**src/rtl/calc_entry_pkg.sv**
```systemverilog
package calc_entry_pkg;

  localparam int OP_FIRST = 130;
  localparam int OP_LAST  = 135;
  localparam int OP_MOD3  = 133;
  localparam int OP_KEYS  = OP_LAST - OP_FIRST + 1;

  typedef enum logic [1:0] {
    ENT_EMPTY,
    ENT_NUM,
    ENT_OP
  } entKind_t;

  typedef enum logic [1:0] {
    SEQ_IDLE,
    SEQ_ISSUE,
    SEQ_CAPTURE
  } seqState_t;

  typedef struct packed {
    logic       pushEntry;
    logic       readActive;
    logic [1:0] readIdx;
    logic       capture;
    logic       commitPop;
    logic       commitMod;
    logic       popFail;
  } ctlStrobe_t;

endpackage

```
**src/rtl/calc_entry_ctrl.sv**
```systemverilog
module calc_entry_ctrl
  import calc_entry_pkg::*;
#(
  parameter int AW = 13
) (
  input  logic         clk,
  input  logic         rstN,
  input  logic         latchPulse,
  input  logic         enterPulse,
  input  logic [7:0]   ramRData,
  input  logic [AW:0]  stackCount,
  input  logic         entryOk,
  output ctlStrobe_t   ctl
);

  localparam logic [AW:0] CNT_ZERO  = '0;
  localparam logic [AW:0] CNT_TWO   = (AW+1)'(2);
  localparam logic [AW:0] CNT_THREE = (AW+1)'(3);

  seqState_t state, stateNext;
  logic [1:0] rdIdx, rdIdxNext;
  logic modReg, modNext;
  logic topIsMod;

  assign topIsMod = (ramRData == 8'(OP_MOD3));

  always_comb begin
    ctl       = '0;
    stateNext = state;
    rdIdxNext = rdIdx;
    modNext   = modReg;
    unique case (state)
      SEQ_IDLE: begin
        if (enterPulse) begin
          if (stackCount == CNT_ZERO) begin
            ctl.popFail = 1'b1;
          end else begin
            stateNext = SEQ_ISSUE;
            rdIdxNext = 2'd0;
          end
        end else if (latchPulse && entryOk) begin
          ctl.pushEntry = 1'b1;
        end
      end
      SEQ_ISSUE: begin
        ctl.readActive = 1'b1;
        ctl.readIdx    = rdIdx;
        stateNext      = SEQ_CAPTURE;
      end
      SEQ_CAPTURE: begin
        ctl.capture = 1'b1;
        ctl.readIdx = rdIdx;
        if (rdIdx == 2'd0) begin
          if ((topIsMod && stackCount >= CNT_TWO) ||
              (!topIsMod && stackCount >= CNT_THREE)) begin
            modNext   = topIsMod;
            rdIdxNext = 2'd1;
            stateNext = SEQ_ISSUE;
          end else begin
            ctl.popFail = 1'b1;
            stateNext   = SEQ_IDLE;
          end
        end else if ((modReg && rdIdx == 2'd1) || rdIdx == 2'd2) begin
          ctl.commitPop = 1'b1;
          ctl.commitMod = modReg;
          stateNext     = SEQ_IDLE;
        end else begin
          rdIdxNext = rdIdx + 2'd1;
          stateNext = SEQ_ISSUE;
        end
      end
      default: stateNext = SEQ_IDLE;
    endcase
  end

  always_ff @(posedge clk) begin
    if (!rstN) begin
      state  <= SEQ_IDLE;
      rdIdx  <= 2'd0;
      modReg <= 1'b0;
    end else begin
      state  <= stateNext;
      rdIdx  <= rdIdxNext;
      modReg <= modNext;
    end
  end

endmodule

```
**src/rtl/calc_entry_dp.sv**
```systemverilog
module calc_entry_dp
  import calc_entry_pkg::*;
#(
  parameter int AW = 13
) (
  input  logic          clk,
  input  logic          rstN,
  input  logic          keyDigitValid,
  input  logic [3:0]    keyDigit,
  input  logic          keyOpValid,
  input  logic [2:0]    keyOpSel,
  input  logic          keyBackspace,
  input  ctlStrobe_t    ctl,
  input  logic [7:0]    ramRData,
  output logic [AW-1:0] ramAddr,
  output logic [7:0]    ramWData,
  output logic          ramWe,
  output logic          aluValid,
  output logic [7:0]    aluOpA,
  output logic [7:0]    aluOpB,
  output logic [7:0]    aluOp,
  output logic          popError,
  output logic [AW:0]   stackCount,
  output logic          entryOk,
  output logic          entryIsNum
);

  localparam logic [11:0] SAT_MAX = 12'd255;

  entKind_t   entKind;
  logic [7:0] entVal;
  logic [11:0] grown;
  logic [7:0] nextNum;
  logic       entReserved;
  logic       opKeyOk, digitKeyOk;
  logic [7:0] slot0, slot1;
  logic [AW:0] readPtr;

  assign grown       = {4'd0, entVal} * 12'd10 + {8'd0, keyDigit};
  assign nextNum     = (grown > SAT_MAX) ? 8'd255 : grown[7:0];
  assign opKeyOk     = keyOpValid && (int'(keyOpSel) < OP_KEYS);
  assign digitKeyOk  = keyDigitValid && (keyDigit <= 4'd9);
  assign entryIsNum  = (entKind == ENT_NUM);
  assign entReserved = entryIsNum && (entVal >= 8'(OP_FIRST)) && (entVal <= 8'(OP_LAST));
  assign entryOk     = (entKind != ENT_EMPTY) && !entReserved && !stackCount[AW];

  assign readPtr  = stackCount - (AW+1)'(1) - (AW+1)'(ctl.readIdx);
  assign ramAddr  = ctl.readActive ? readPtr[AW-1:0] : stackCount[AW-1:0];
  assign ramWData = entVal;
  assign ramWe    = ctl.pushEntry;

  always_ff @(posedge clk) begin
    if (!rstN) begin
      entKind <= ENT_EMPTY;
      entVal  <= 8'd0;
    end else if (ctl.pushEntry || keyBackspace) begin
      entKind <= ENT_EMPTY;
      entVal  <= 8'd0;
    end else if (opKeyOk) begin
      entKind <= ENT_OP;
      entVal  <= 8'(OP_FIRST) + {5'd0, keyOpSel};
    end else if (digitKeyOk) begin
      entKind <= ENT_NUM;
      entVal  <= (entKind == ENT_NUM) ? nextNum : {4'd0, keyDigit};
    end
  end

  always_ff @(posedge clk) begin
    if (!rstN) begin
      stackCount <= '0;
    end else if (ctl.pushEntry) begin
      stackCount <= stackCount + (AW+1)'(1);
    end else if (ctl.commitPop) begin
      stackCount <= stackCount - (ctl.commitMod ? (AW+1)'(2) : (AW+1)'(3));
    end
  end

  always_ff @(posedge clk) begin
    if (!rstN) begin
      slot0 <= 8'd0;
      slot1 <= 8'd0;
    end else if (ctl.capture) begin
      if (ctl.readIdx == 2'd0) slot0 <= ramRData;
      if (ctl.readIdx == 2'd1) slot1 <= ramRData;
    end
  end

  always_ff @(posedge clk) begin
    if (!rstN) begin
      aluValid <= 1'b0;
      popError <= 1'b0;
      aluOpA   <= 8'd0;
      aluOpB   <= 8'd0;
      aluOp    <= 8'd0;
    end else begin
      aluValid <= ctl.commitPop;
      popError <= ctl.popFail;
      if (ctl.commitPop) begin
        aluOpA <= ramRData;
        aluOp  <= ctl.commitMod ? slot0 : slot1;
        aluOpB <= ctl.commitMod ? 8'd0 : slot0;
      end
    end
  end

endmodule

```
**src/rtl/calc_entry_stack.sv**
```systemverilog
module calc_entry_stack
  import calc_entry_pkg::*;
#(
  parameter int AW = 13
) (
  input  logic          clk,
  input  logic          rstN,
  input  logic          keyDigitValid,
  input  logic [3:0]    keyDigit,
  input  logic          keyOpValid,
  input  logic [2:0]    keyOpSel,
  input  logic          keyBackspace,
  input  logic          latchPulse,
  input  logic          enterPulse,
  output logic [AW-1:0] ramAddr,
  output logic [7:0]    ramWData,
  output logic          ramWe,
  input  logic [7:0]    ramRData,
  output logic          aluValid,
  output logic [7:0]    aluOpA,
  output logic [7:0]    aluOpB,
  output logic [7:0]    aluOp,
  output logic          popError
);

  ctlStrobe_t ctl;
  logic [AW:0] stackCount;
  logic entryOk;
  logic entryIsNum;

  calc_entry_ctrl #(.AW(AW)) u_ctrl (
    .clk        (clk),
    .rstN       (rstN),
    .latchPulse (latchPulse),
    .enterPulse (enterPulse),
    .ramRData   (ramRData),
    .stackCount (stackCount),
    .entryOk    (entryOk),
    .ctl        (ctl)
  );

  calc_entry_dp #(.AW(AW)) u_dp (
    .clk           (clk),
    .rstN          (rstN),
    .keyDigitValid (keyDigitValid),
    .keyDigit      (keyDigit),
    .keyOpValid    (keyOpValid),
    .keyOpSel      (keyOpSel),
    .keyBackspace  (keyBackspace),
    .ctl           (ctl),
    .ramRData      (ramRData),
    .ramAddr       (ramAddr),
    .ramWData      (ramWData),
    .ramWe         (ramWe),
    .aluValid      (aluValid),
    .aluOpA        (aluOpA),
    .aluOpB        (aluOpB),
    .aluOp         (aluOp),
    .popError      (popError),
    .stackCount    (stackCount),
    .entryOk       (entryOk),
    .entryIsNum    (entryIsNum)
  );

endmodule

```
**config.mk**
```make
export PLATFORM = sky130hd
export DESIGN_NAME = calc_entry_stack
export DESIGN_NICKNAME = d
export VERILOG_FILES = /design/src/rtl/calc_entry_pkg.sv /design/src/rtl/calc_entry_ctrl.sv /design/src/rtl/calc_entry_dp.sv /design/src/rtl/calc_entry_stack.sv
export SDC_FILE = /design/constraint.sdc
export NUM_CORES = 1
export LEC_CHECK = 0
export ABC_AREA = 1
export ABC_CLOCK_PERIOD_IN_PS = 4700
export CORE_UTILIZATION = 58
export DETAILED_ROUTE_END_ITERATION = 16
export PLACE_DENSITY_LB_ADDON = 0.25
export SLEW_MARGIN = 10
export SYNTH_ARGS = -nofsm -noshare
export SYNTH_HDL_FRONTEND = slang
export SYNTH_SLANG_ARGS = --single-unit
```
**constraint.sdc**
```tcl
create_clock -name clk -period 4.7 [get_ports clk]
set_input_delay 0.47 -clock clk [delete_from_list [all_inputs] [get_ports clk]]
set_output_delay 0.47 -clock clk [all_outputs]
set_load 0.05 [all_outputs]
```
==> results.md <==
- HP Class: flop to flop
- Core box area: just over 7000 µm²
- Status: completed
- Number of max-capacitance violations reported: 0
- Per-instance average area after synthesis: 7.17 µm²
- Startpoint type of the worst setup path: flop
- Clock Sink Count: between 70 and 80
- Placement row count: 31
- Post-layout minimum cycle time: 4.11 ns
- Number of synthesized flops with an enable pin: 0
- Post-synthesis async set-or-reset flop share: 0
- Initial DRC count: 232
- RSZ-0062 raised after global routing: false
- Primary flip-flop cell chosen by synthesis mapping: dfxtp_1
- Leak Pwr: between 2 and 2.5 nW
- Number of nets in the synthesized netlist: approximately 670
- Final RePlAce weighted congestion: 0.902
- Total wire length after detailed routing: around 11000 µm
- Critical path destination: ramAddr[12]
- Global-route usage over all layers: 0.291
- Area overhead of the layout relative to synthesis: 22.4%
- Max-slew headroom: 0.400
- First-pass GRT wire length: 17300 µm
- Seq cells post-synth: 71
- Remaining design rule violation count: 0
- Crit end category: output port
- Clock buffer depth: 2
- Fill cell instance count of the final layout: 585
- Critical path required time: about 4.2 ns
- Signal arrival time at the worst endpoint: between 3 and 4 ns
- Sequential cell area fraction in the yosys report: 0.329
- Number of buffers inserted by port buffering: a little under 70
- Worst supply voltage drop on vdd: 0.188 mV
- Final setup TNS: 0 ns
- Via Count: 4307
- Buffers inserted during post-CTS setup optimization: 0
- Cell area after synthesis: approximately 4300 µm²
- Final Hold Viols: 0
- Number of I/O pins: 70
- Maximum fanout along the worst path: 5
- R2R Setup Slk: between 1 and 1.5 ns
- Pwr/cell area: approximately 430 nW/µm²
- Die Footprint: between 7000 and 8000 µm²
- Number of nets at the end of the flow: about 730
- Average routed wire per standard cell: 14.1 µm
- Latest clock arrival within the worst-skew pair: between 0.3 and 0.4 ns
- Fraction of final layout cells with drive strength greater than 1: 0.0445
- Number of distinct library cells after synthesis: 40
- Dpl cell area: slightly above 5000 µm²
- Htree depth: 3
- Overall die width: ~88 µm
- Initial core utilization: 0.598
- Count of endpoints failing setup in the final report: 0
- Clock-pin transition on the worst setup and hold timing paths: ~0.080 ns
- Worst R2R End: u_dp.stackCount[10]
- Post-route fraction of the period consumed by the critical path: 0.875
- Launch point of the critical path: u_ctrl.state[0]
- Aggregate global routing overflow: 0
- Hold-fix buffer count after cts: 0
- Clock skew: approximately 0.013 ns
- Root buffer cell: clkbuf_8
- TritonCTS clock tree: done
- Post-detailed-placement half-perimeter wirelength: roughly 8100 µm
- Number of warning messages in the yosys log: 0
- First-pass iteration count of the detailed router: 4
- Number of clock buffers inserted by TritonCTS: 9
- Antenna Cells: 0
- Register area: 1420 µm²
- Initial antenna violation count: 0
- Slew of the pin with the lowest slew margin: approximately 0.9 ns
- Final slew viol count: 0
- Worst-case reg-to-reg path depth: 18
- Quantity of gates resized following cts: 0
- Synthesized instance count: 602
- Die Ht: roughly 88 µm
- Number of global-route vias before repair: roughly 3900
- Final instance area: 5280 µm²
- Via/cell ratio: roughly 5.6
- Area used by multi-input combinational logic: about 2500 µm²
- Crit Path Class: flop to output port
- Reg-to-Reg Start: u_ctrl.rdIdx[1]
- Fmax achieved: roughly 240 MHz
- Largest net degree at the start of global routing: 60
- Post-route antenna net violation count: 0
==> area by class of cell <==
type | count | share of cell area
inverter | 80 | 0.0568
multi-input combinational | 435 | 0.478
clock inverter | 6 | 0.0135
tap | 99 | 0.0234
clock buffer | 10 | 0.0242
timing repair buffer | 72 | 0.135
sequential | 71 | 0.269
==> flip-flops by register name (all words and copies together) (netlist names) <==
signal,count
u_dp.aluValid,1
u_dp.aluOpA,8
u_ctrl.rdIdx,2
u_dp.entKind,2
u_dp.ramWData,8
u_dp.aluOp,8
u_ctrl.state,2
u_dp.slot1,8
u_ctrl.modReg,1
u_dp.aluOpB,8
u_dp.popError,1
u_dp.stackCount,14
u_dp.slot0,8
==> worst min-delay path by stage <==
stage	start	to	cells after the start	slack (ns)
final	u_dp.slot1[0]	u_dp.aluOp[0]	2	0.48
after global routing	u_dp.slot1[2]	u_dp.aluOp[2]	2	0.50
after CTS	u_dp.slot1[0]	u_dp.aluOp[0]	2	0.48
after detailed placement	u_dp.slot1[6]	u_dp.aluOp[6]	2	0.47
after global placement	u_dp.slot1[7]	u_dp.aluOp[7]	2	0.46
after floorplan	u_dp.slot0[0]	u_dp.slot0[0]	2	0.45
==> cells in the mapped netlist, types with 2 or more instances <==
cell type,number,share of area
xor2_1,13,0.026
a21boi_0,2,0.0035
nand3_1,30,0.035
nor3_1,6,0.0070
nor2_1,51,0.044
ha_1,39,0.11
o21ai_0,65,0.075
nor2_2,2,0.0029
dfxtp_1,71,0.33
a21o_1,3,0.0052
clkbuf_1,9,0.0078
nand2_1,110,0.096
nand4_1,4,0.0058
a31oi_1,12,0.017
buf_2,4,0.0046
fa_1,4,0.019
o31ai_1,8,0.014
or2_2,2,0.0029
a211oi_1,3,0.0052
nor4_1,2,0.0029
a22o_1,2,0.0041
xnor2_1,5,0.010
inv_1,78,0.068
a21oi_1,59,0.068
nor2_4,3,0.0078
==> layer usage <==
metal | vias up | track usage | wire length [µm] | share of wire
met5 | - | 0 | 0 | 0
met2 | 154 | 0.492 | 5290 | 0.48
met4 | 0 | 0.122 | 242 | 0.022
met3 | 23 | 0.0653 | 567 | 0.052
met1 | 1989 | 0.358 | 4830 | 0.44
li1 | 2141 | - | - | -
==> per-stage QoR <==
step / setup slack, ns / utilization / instances / hold slack (ns) / power, mW
after CTS: 0.588 / 0.732 / 773 / 0.481 / 2.28
after floorplan: 1.48 / - / 602 / 0.446 / 1.50
final: 0.586 / 0.732 / 773 / 0.479 / 2.29
after detailed placement: 0.975 / 0.705 / 757 / 0.467 / 1.79
after global routing: 0.340 / 0.732 / 773 / 0.504 / 2.43
after global placement: 1.09 / 0.705 / 757 / 0.462 / 1.76
==> cell usage in the layout, fill, tap and decap left out, types with 2 or more instances in the layout <==
cell type and n:
a21boi_0 2, nor4_1 2, dfxtp_1 71, nor3_1 6, o31ai_1 8, a21oi_1 59
or2_2 2, clkbuf_8 9, buf_4 3, nand3_1 30, clkdlybuf4s50_1 69, a31oi_1 12
inv_1 78, nor2_4 3, a21o_1 3, fa_1 4, nor2_2 2, clkinv_4 3
nor2_1 51, o21ai_0 65, xor2_1 13, a211oi_1 3, ha_1 39, xnor2_1 5
a22o_1 2, clkinvlp_4 2, nand2_1 110, nand4_1 4
==> worst max-delay path, cell delays in order (launching register included) <==
cell and delay (ns):
dfxtp_1 0.41, inv_1 0.09, ha_1 0.30, nand2_1 0.11, ha_1 0.24, fa_1 0.37
nor2_1 0.25, nand2_1 0.14, nor3_1 0.25, nand3_1 0.13, xor2_1 0.16, inv_1 0.05
clkdlybuf4s50_1 0.79
==> cells by family (layout without fill, tap and decap cells) <==
family,after synthesis,after routing,synth area share
flops,71,71,0.329
xor+xnor,18,18,0.0365
buf+inv,96,168,0.0858
simple gates,216,216,0.216
fa+ha+maj,43,43,0.132
compound gates,158,158,0.201
==> power by group <==
part / leakage (nW) / total [mW] / internal [mW] / switching (mW)
clock network: 0.0927 / 0.493 / 0.248 / 0.245
logic: 1.67 / 1.08 / 0.356 / 0.721
registers: 0.575 / 0.721 / 0.664 / 0.0569
Note: power is estimated with default switching activity, not from simulation.
